$ cat config.mk
export PLATFORM = sky130hd
export DESIGN_NAME = dll_lock_ctrl
export DESIGN_NICKNAME = d
export VERILOG_FILES = /design/src/rtl/dll_lock_pkg.sv /design/src/rtl/dll_phase_sync.sv /design/src/rtl/dll_eval_timer.sv /design/src/rtl/dll_agree_filter.sv /design/src/rtl/dll_quarter_map.sv /design/src/rtl/dll_lock_ctrl.sv
export SDC_FILE = /design/constraint.sdc
export NUM_CORES = 1
export LEC_CHECK = 0
export BUFFER_PORTS_ARGS = -buffer_cell sky130_fd_sc_hd__buf_2
export CORE_MARGIN = 4
export CORE_UTILIZATION = 30
export DETAILED_ROUTE_END_ITERATION = 12
export PLACE_DENSITY_LB_ADDON = 0.2
export SLEW_MARGIN = 15
export SYNTH_ARGS = -nofsm -noshare
export SYNTH_HDL_FRONTEND = slang
export SYNTH_SLANG_ARGS = --single-unit
export TNS_END_PERCENT = 30
$ cat constraint.sdc
create_clock -name clk_ctl -period 2.66 [get_ports clk_ctl]
set_input_delay 0.532 -clock clk_ctl [delete_from_list [all_inputs] [get_ports clk_ctl]]
set_output_delay 0.532 -clock clk_ctl [all_outputs]
set_load 0.005 [all_outputs]
$ cat src/rtl/dll_lock_pkg.sv
package dll_lock_pkg;

  typedef enum logic [1:0] {
    LK_IDLE   = 2'd0,
    LK_SEARCH = 2'd1,
    LK_TRACK  = 2'd2
  } lock_state_e;

endpackage

$ cat src/rtl/dll_phase_sync.sv
// Multi-stage synchroniser bringing the phase sample into the control domain.
module dll_phase_sync #(
  parameter int STAGES = 2
) (
  input  logic clk,
  input  logic rst_n,
  input  logic d,
  output logic q
);
  logic [STAGES-1:0] pipe;

  for (genvar s = 0; s < STAGES; s++) begin : g_stage
    if (s == 0) begin : g_first
      always_ff @(posedge clk or negedge rst_n) begin
        if (!rst_n) pipe[s] <= 1'b0;
        else        pipe[s] <= d;
      end
    end else begin : g_next
      always_ff @(posedge clk or negedge rst_n) begin
        if (!rst_n) pipe[s] <= 1'b0;
        else        pipe[s] <= pipe[s-1];
      end
    end
  end

  assign q = pipe[STAGES-1];
endmodule

$ cat src/rtl/dll_eval_timer.sv
// Free-running interval counter; tick marks the last cycle of each interval.
module dll_eval_timer #(
  parameter int EVAL_CYC = 8
) (
  input  logic clk,
  input  logic rst_n,
  input  logic run,
  output logic tick
);
  localparam int CNT_W = (EVAL_CYC > 1) ? $clog2(EVAL_CYC) : 1;
  localparam logic [CNT_W-1:0] LAST = CNT_W'(EVAL_CYC - 1);

  logic [CNT_W-1:0] cnt;

  always_ff @(posedge clk or negedge rst_n) begin
    if (!rst_n)          cnt <= '0;
    else if (!run)       cnt <= '0;
    else if (cnt == LAST) cnt <= '0;
    else                 cnt <= cnt + CNT_W'(1);
  end

  assign tick = run && (cnt == LAST);
endmodule

$ cat src/rtl/dll_agree_filter.sv
// Counts consecutive equal phase samples; requests a one-tap step after AGREE_N.
module dll_agree_filter #(
  parameter int AGREE_N = 3
) (
  input  logic clk,
  input  logic rst_n,
  input  logic clear,
  input  logic tick,
  input  logic sample,
  output logic step_up,
  output logic step_dn
);
  localparam int CW = $clog2(AGREE_N + 1);
  localparam logic [CW-1:0] TARGET = CW'(AGREE_N);

  logic [CW-1:0] run_len;
  logic          last_s;
  logic [CW-1:0] next_len;
  logic          full;

  always_comb begin
    if (run_len != '0 && sample == last_s) next_len = run_len + CW'(1);
    else                                    next_len = CW'(1);
    full    = tick && (next_len == TARGET);
    step_up = full && !sample;
    step_dn = full &&  sample;
  end

  always_ff @(posedge clk or negedge rst_n) begin
    if (!rst_n) begin
      run_len <= '0;
      last_s  <= 1'b0;
    end else if (clear) begin
      run_len <= '0;
      last_s  <= 1'b0;
    end else if (tick) begin
      last_s  <= sample;
      run_len <= full ? '0 : next_len;
    end
  end
endmodule

$ cat src/rtl/dll_quarter_map.sv
// Registered conversion of the measured tap count to a single-rate quarter period.
module dll_quarter_map #(
  parameter int TAP_W = 8,
  parameter int QC_W  = 7
) (
  input  logic             clk,
  input  logic             rst_n,
  input  logic             clear,
  input  logic             valid,
  input  logic             dbl,
  input  logic [TAP_W-1:0] tap,
  output logic [QC_W-1:0]  quarter
);
  localparam int SH_W = TAP_W - 1;

  logic [SH_W-1:0] shifted;
  logic [QC_W-1:0] fitted;

  assign shifted = dbl ? tap[TAP_W-1:1] : {1'b0, tap[TAP_W-1:2]};

  if (SH_W > QC_W) begin : g_sat
    assign fitted = (|shifted[SH_W-1:QC_W]) ? {QC_W{1'b1}} : shifted[QC_W-1:0];
  end else begin : g_ext
    assign fitted = QC_W'(shifted);
  end

  always_ff @(posedge clk or negedge rst_n) begin
    if (!rst_n)      quarter <= '0;
    else if (clear)  quarter <= '0;
    else if (valid)  quarter <= fitted;
    else             quarter <= '0;
  end
endmodule

$ cat src/rtl/dll_lock_ctrl.sv
module dll_lock_ctrl #(
  parameter int TAP_W    = 8,
  parameter int EVAL_CYC = 8,
  parameter int AGREE_N  = 3,
  parameter int SYNC_N   = 2
) (
  input  logic             clk_ctl,
  input  logic             rst_n,
  input  logic             enable,
  input  logic             phase_late,
  output logic [TAP_W-1:0] tap_sel,
  output logic             double_rate,
  output logic             locked,
  output logic [6:0]       quarter
);
  import dll_lock_pkg::*;

  localparam int QC_W = 7;
  localparam logic [TAP_W-1:0] TAP_MAX = {TAP_W{1'b1}};

  lock_state_e      state;
  logic [TAP_W-1:0] tap_r;
  logic             dbl_r;
  logic             lock_r;
  logic             ph_sync;
  logic             tick;
  logic             step_up;
  logic             step_dn;

  dll_phase_sync #(.STAGES(SYNC_N)) u_sync (
    .clk   (clk_ctl),
    .rst_n (rst_n),
    .d     (phase_late),
    .q     (ph_sync)
  );

  dll_eval_timer #(.EVAL_CYC(EVAL_CYC)) u_timer (
    .clk   (clk_ctl),
    .rst_n (rst_n),
    .run   (enable && state != LK_IDLE),
    .tick  (tick)
  );

  dll_agree_filter #(.AGREE_N(AGREE_N)) u_agree (
    .clk     (clk_ctl),
    .rst_n   (rst_n),
    .clear   (state != LK_TRACK),
    .tick    (tick && state == LK_TRACK),
    .sample  (ph_sync),
    .step_up (step_up),
    .step_dn (step_dn)
  );

  always_ff @(posedge clk_ctl or negedge rst_n) begin
    if (!rst_n) begin
      state  <= LK_IDLE;
      tap_r  <= '0;
      dbl_r  <= 1'b0;
      lock_r <= 1'b0;
    end else if (!enable) begin
      state  <= LK_IDLE;
      tap_r  <= '0;
      dbl_r  <= 1'b0;
      lock_r <= 1'b0;
    end else begin
      unique case (state)
        LK_IDLE: state <= LK_SEARCH;
        LK_SEARCH: begin
          if (tick) begin
            if (ph_sync) begin
              state  <= LK_TRACK;
              lock_r <= 1'b1;
            end else if (tap_r == TAP_MAX) begin
              if (!dbl_r) begin
                dbl_r <= 1'b1;
                tap_r <= '0;
              end
            end else begin
              tap_r <= tap_r + TAP_W'(1);
            end
          end
        end
        LK_TRACK: begin
          if (step_up && tap_r != TAP_MAX)    tap_r <= tap_r + TAP_W'(1);
          else if (step_dn && tap_r != '0)    tap_r <= tap_r - TAP_W'(1);
        end
        default: state <= LK_IDLE;
      endcase
    end
  end

  dll_quarter_map #(.TAP_W(TAP_W), .QC_W(QC_W)) u_qmap (
    .clk     (clk_ctl),
    .rst_n   (rst_n),
    .clear   (!enable),
    .valid   (lock_r),
    .dbl     (dbl_r),
    .tap     (tap_r),
    .quarter (quarter)
  );

  assign tap_sel     = tap_r;
  assign double_rate = dbl_r;
  assign locked      = lock_r;
endmodule

Word-level counts from Yosys, hierarchy flattened
Index checks and enable logic that the tools add are counted.
Operators by class
  $add $sub $neg: 4
  equal/unequal tests: 20
  muxes and demuxes: 32
  reduce and logical (&&, ||, !) cells: 19
Operators with widths (number)
  $mux 8: 7
  $mux 7: 3
  $pmux 8 s2: 1
  $mux 2: 7
  $mux 1: 11
  $logic_and 1x1->1: 9
  $add 8x1->8 const B: 1
  $eq 8x8->1 const B: 1
  $ne 2x1->1 const B: 4
  $ne 8x8->1 const B: 1
  $reduce_bool 8->1: 1
  $sub 8x1->8 const B: 1
  $mux 3: 2
  $ne 2x2->1 const B: 3
  $ne 3x3->1 const B: 2
  $pmux 2 s3: 1
  $reduce_and 3->1: 2
  $reduce_bool 2->1: 3
  $reduce_and 5->1: 1
  $eq 2x2->1 const B: 2
  $ne 4x2->1 const B: 1
  $ne 4x4->1 const B: 1
  $reduce_and 4->1: 1
  $add 3x1->3 const B: 1
  other kinds (8): 8
Word-level totals
  register bits: 27

Depth between registers and ports, before layout
  depth after elaboration: 11
  gate-level depth with buffers: 8

Hierarchy
A second synthesis with hierarchy kept.
Unflattened totals
  cell total of the unflattened synthesis: 163
  area total of the unflattened synthesis: 1630.3 um^2
By module, submodules not included
  dll_lock_ctrl: times used 1, cells each 109, area an instance 964.7 um^2
  dll_quarter_map: times used 1, cells each 23, area an instance 282.8 um^2
  dll_agree_filter: times used 1, cells each 20, area an instance 197.7 um^2
  dll_eval_timer: times used 1, cells each 9, area an instance 135.1 um^2
  dll_phase_sync: times used 1, cells each 2, area an instance 50.0 um^2

Worst setup path before layout
No wires, ideal clock.
  path kind: register to register
  start: register u_agree.run_len[0]
  end: register tap_r[6], in the netlist tap_sel[6]
  data arrival time: 2085 ps
  required time: 2582 ps
  slack: 497 ps
  cell stages (with the launch flop): 9
  path buffers: 0
  period minus slack after synthesis: 2163 ps
  cell sequence: dfrtp_1 inv_1 ha_1 and4b_2 o211ai_4 and2_4 o41a_1 or3_1 a21boi_1
On the way
  longest elaborated chain between the ends: 10
  elaborated cells between the ends (all ways): 15
  those cells by class: 1 x add/sub; 2 x eq/ne; 4 x mux; 8 x reduce/logical
RTL lines
  start: declaration: RTL line dll_agree_filter.sv:16  | logic [CW-1:0] run_len;
  start signal: assignment: RTL line dll_agree_filter.sv:38  | run_len <= full ? '0 : next_len;
  parallel branches: the longest is 2 deep, another holds $add 2x1->2
  $mux 2 *: RTL line dll_agree_filter.sv:22  | if (run_len != '0 && sample == last_s) next_len = run_len + CW'(1);
  $eq 2x2->1 *: RTL line dll_agree_filter.sv:24  | full = tick && (next_len == TARGET);
  $logic_and 1x1->1 *: RTL line dll_agree_filter.sv:24
  $logic_and 1x1->1: RTL line dll_agree_filter.sv:25  | step_up = full && !sample;
  $logic_and 1x1->1: RTL line dll_lock_ctrl.sv:84  | if (step_up && tap_r != TAP_MAX) tap_r <= tap_r + TAP_W'(1);
  $mux 8: RTL line dll_lock_ctrl.sv:84
  $pmux 8 s2: RTL line dll_lock_ctrl.sv:66  | unique case (state)
  $mux 8: RTL line dll_lock_ctrl.sv:60  | end else if (!enable) begin
  end signal: assignment: RTL line dll_lock_ctrl.sv:79  | tap_r <= tap_r + TAP_W'(1);
  end signal: assignment: RTL line dll_lock_ctrl.sv:84
  end signal: assignment: RTL line dll_lock_ctrl.sv:85  | else if (step_dn && tap_r != '0) tap_r <= tap_r - TAP_W'(1);
  end: declaration: RTL line dll_lock_ctrl.sv:22  | logic [TAP_W-1:0] tap_r;
Every way passes the cells marked *.
A chain may end at the register's enable or synchronous reset.

Worst setup path after layout
  start: register u_agree.run_len[0]
  end: register tap_r[3], in the netlist tap_sel[3]
The elaborated chain is that of the path after synthesis.

==> run_results.csv <==
group,metric,value,unit
timing,relSlewSlack,0.604,
timing,finClkSkew,8.72,ps
final_layout,antenna_cells,0,
critical_path,critPathLaunchType,"register",
critical_path,worstSetupEndpointType,"register",
routing,drt_iter0_markers,101,
final_layout,final_cell_mix,"dfrtp_1 (27), buf_2 (20), nor2_1 (16)",
run,cap_violations,0,
final_layout,final_common_cell,"dfrtp_1",
yosys,syn_area,1570,um^2
cts,clkSinkCount,27,
cts,cts-root-buf,"clkbuf_8",
yosys,ys.flop_type,"dfrtp_1",
worst_hold_path,hp-class,"in -> async",
grt,antenna_found_initial,0,
timing,rsz0062_at_grt,"false",
cts,clk_latency,270,ps
final_layout,fill_cells,534,
pwr,leakagePower,0.789,nW
timing,finalHoldViolations,0,
routing,via_count,1225,
timing,fin_tns_setup,0,ps
timing,setup_viol,0,
final_layout,fin_nets,184,
floorplan,rows,26,
critical_path,worstPathMaxFanout,8,
critical_path,r2r_setup_slack,280,ps
grt,grt_overflow,0,
cts,cts_resized,0,
floorplan,die-area,6440,um^2
grt,grt_pass1_wl,5.95,mm
timing,drv_slew,0,
pwr,peakVddDrop,0.152,mV
critical_path,regToRegStartpoint,"u_agree.run_len[0]$_DFFE_PN0P_",
floorplan,start_util,0.309,
timing,tightest_slew,595,ps
cts,numCtsBuffers,3,
timing,fmax,0.420,GHz
place,port_buffers,20,
final_layout,drive_gt1_frac,0.208,
place,dpl_cell_area,1730,um^2
critical_path,r2r.worst_path.cells,7,
timing,min_period,2380,ps
yosys,synth.avg_cell_area,10.2,um^2
cts,clockBufferDepth,2,
place,hpwlAfterDp,2.56,mm
cts,postCtsHoldBufs,0,
floorplan,ios,21,
cts,htree_levels,1,
yosys,ys_warn_count,0,
pwr,p_per_area,384,nW/um^2
yosys,synth_nets,164,
timing,fin_ws,280,ps
routing,routed_wl,3.49,mm
critical_path,crit_type,"reg -> reg",
yosys,synth_edf_count,0,
place,gp_congestion,0.872,
routing,first_pass_iters,4,
yosys,synthCells,154,
routing,drc,0,
yosys,synth-seq-area-share,0.431,
timing,post-route-period-util,0.895,
critical_path,crit_required,2880,ps
grt,first_global_vias,1259,
floorplan,dieWidth,80.3,um
critical_path,regToRegEndpoint,"tap_sel[3]$_DFFE_PN0P_",
cts,cts_tree,"yes",
final_layout,syn2layout_area_growth,13.2,%
routing,antenna_left,0,
place,post-place-ws,317,ps
routing,wl_per_cell,14.3,um
floorplan,die_h,80.3,um
yosys,ys_ff_latch,27,
outcome,status,"complete, no violations",
grt,grt_max_degree,28,
floorplan,coreArea,5070,um^2
cts,path_clk_slew,90,ps
critical_path,crit_arrival,2600,ps
final_layout,design_area,1770,um^2
cts,postCtsSetupBuffers,0,
grt,grtUsageTotal,0.117,
routing,via_per_inst,5.04,
yosys,ys_async_sr_fraction,1.00,
yosys,synthDistinctLibCells,53,
per-stage QoR:
| stage | power (W) | util | hold WS, ps | instances |
|---|---|---|---|---|
| final | 0.000682 | 0.349 | 251 | 243 |
| after global routing | 0.000710 | 0.349 | 313 | 243 |
| after CTS | 0.000688 | 0.349 | 278 | 243 |
| after detailed placement | 0.000457 | 0.340 | 346 | 239 |
| after global placement | 0.000457 | 0.340 | 341 | 239 |
| after floorplan | 0.000442 | - | 236 | 154 |
synth_stat cells (2+ instances only):
cell type,count,area (um^2)
a21oi_1,2,10.0
nand2_1,9,33.8
dfrtp_1,27,676
a211oi_1,2,15.0
nor4_1,2,12.5
o21a_1,4,30.0
clkbuf_1,2,7.51
o22ai_1,3,18.8
mux2i_1,7,70.1
a31oi_1,3,18.8
nor3_1,2,10.0
and2_1,2,12.5
o41a_1,2,22.5
nor2_1,16,60.1
ha_1,6,75.1
nand3_1,8,40.0
a21o_1,3,22.5
inv_1,7,26.3
nor2b_1,3,18.8
nor3b_1,2,15.0
o21ai_0,3,15.0
or3_1,4,25.0
buf_2,3,15.0
nand4b_1,2,17.5
nand2b_1,2,12.5
cell families (layout without fill, tap and decap cells):
kind of cell,count (synthesis),after routing,share of synthesized area
AO/OA/AOI/OAI,35,35,0.182
XOR/XNOR,2,2,0.0112
adder cells (fa/ha/maj),6,6,0.0479
buffers and inverters,13,32,0.0383
flip-flops,27,27,0.431
multiplexers,7,7,0.0447
AND/OR/NAND/NOR,64,64,0.244
metal layers:
layer | track usage | up-vias | share of wire
met5 | 0 | - | 0
met4 | 0.0726 | 0 | 0.037
met3 | 0.0269 | 13 | 0.046
met2 | 0.176 | 32 | 0.46
met1 | 0.150 | 573 | 0.46
li1 | - | 607 | -
critical path, cell delays in order (launching register included):
cell and delay (ps):
dfrtp_1 470, inv_1 90, ha_1 330, nand4b_1 170, o41ai_2 500, o21ai_2 210, or3b_1 380, a21bo_1 170
area by class of cell:
| cell class | instances | area (um^2) | area share |
|---|---|---|---|
| Sequential cell | 27 | 676 | 0.381 |
| Tap cell | 70 | 87.6 | 0.0494 |
| Multi-Input combinational cell | 114 | 831 | 0.469 |
| Timing Repair Buffer | 21 | 108 | 0.0607 |
| Clock buffer | 4 | 45.0 | 0.0254 |
| Inverter | 7 | 26.3 | 0.0148 |
how the worst max path moves through the flow:
stage                                         from                endpoint  cells past startpoint  slack, ps
finish              u_agree.run_len[0]$_DFFE_PN0P_  tap_sel[3]$_DFFE_PN0P_                      7        280
global route        u_agree.run_len[0]$_DFFE_PN0P_  tap_sel[3]$_DFFE_PN0P_                      7        140
CTS                 u_agree.run_len[0]$_DFFE_PN0P_  tap_sel[3]$_DFFE_PN0P_                      7        300
detailed placement  u_agree.run_len[0]$_DFFE_PN0P_  tap_sel[3]$_DFFE_PN0P_                      7        320
global placement    u_agree.run_len[0]$_DFFE_PN0P_  tap_sel[6]$_DFFE_PN0P_                      8        390
floorplan           u_agree.run_len[0]$_DFFE_PN0P_  tap_sel[6]$_DFFE_PN0P_                      8        500
registers in the layout, indices dropped and copies added, names as in the netlist:
register / cells
u_agree.last_s: 1
state: 2
locked: 1
u_timer.cnt: 3
double_rate: 1
u_sync.q: 1
u_agree.run_len: 2
tap_sel: 8
u_sync.pipe: 1
u_qmap.quarter: 7
power by group:
group	switching, W	total [W]	internal, W
logic	0.0000202	0.0000299	0.00000969
clock network	0.000126	0.000234	0.000107
registers	0.00000437	0.000418	0.000414
total	0.000151	0.000682	0.000531
Note: power is estimated with default switching activity, not from simulation.
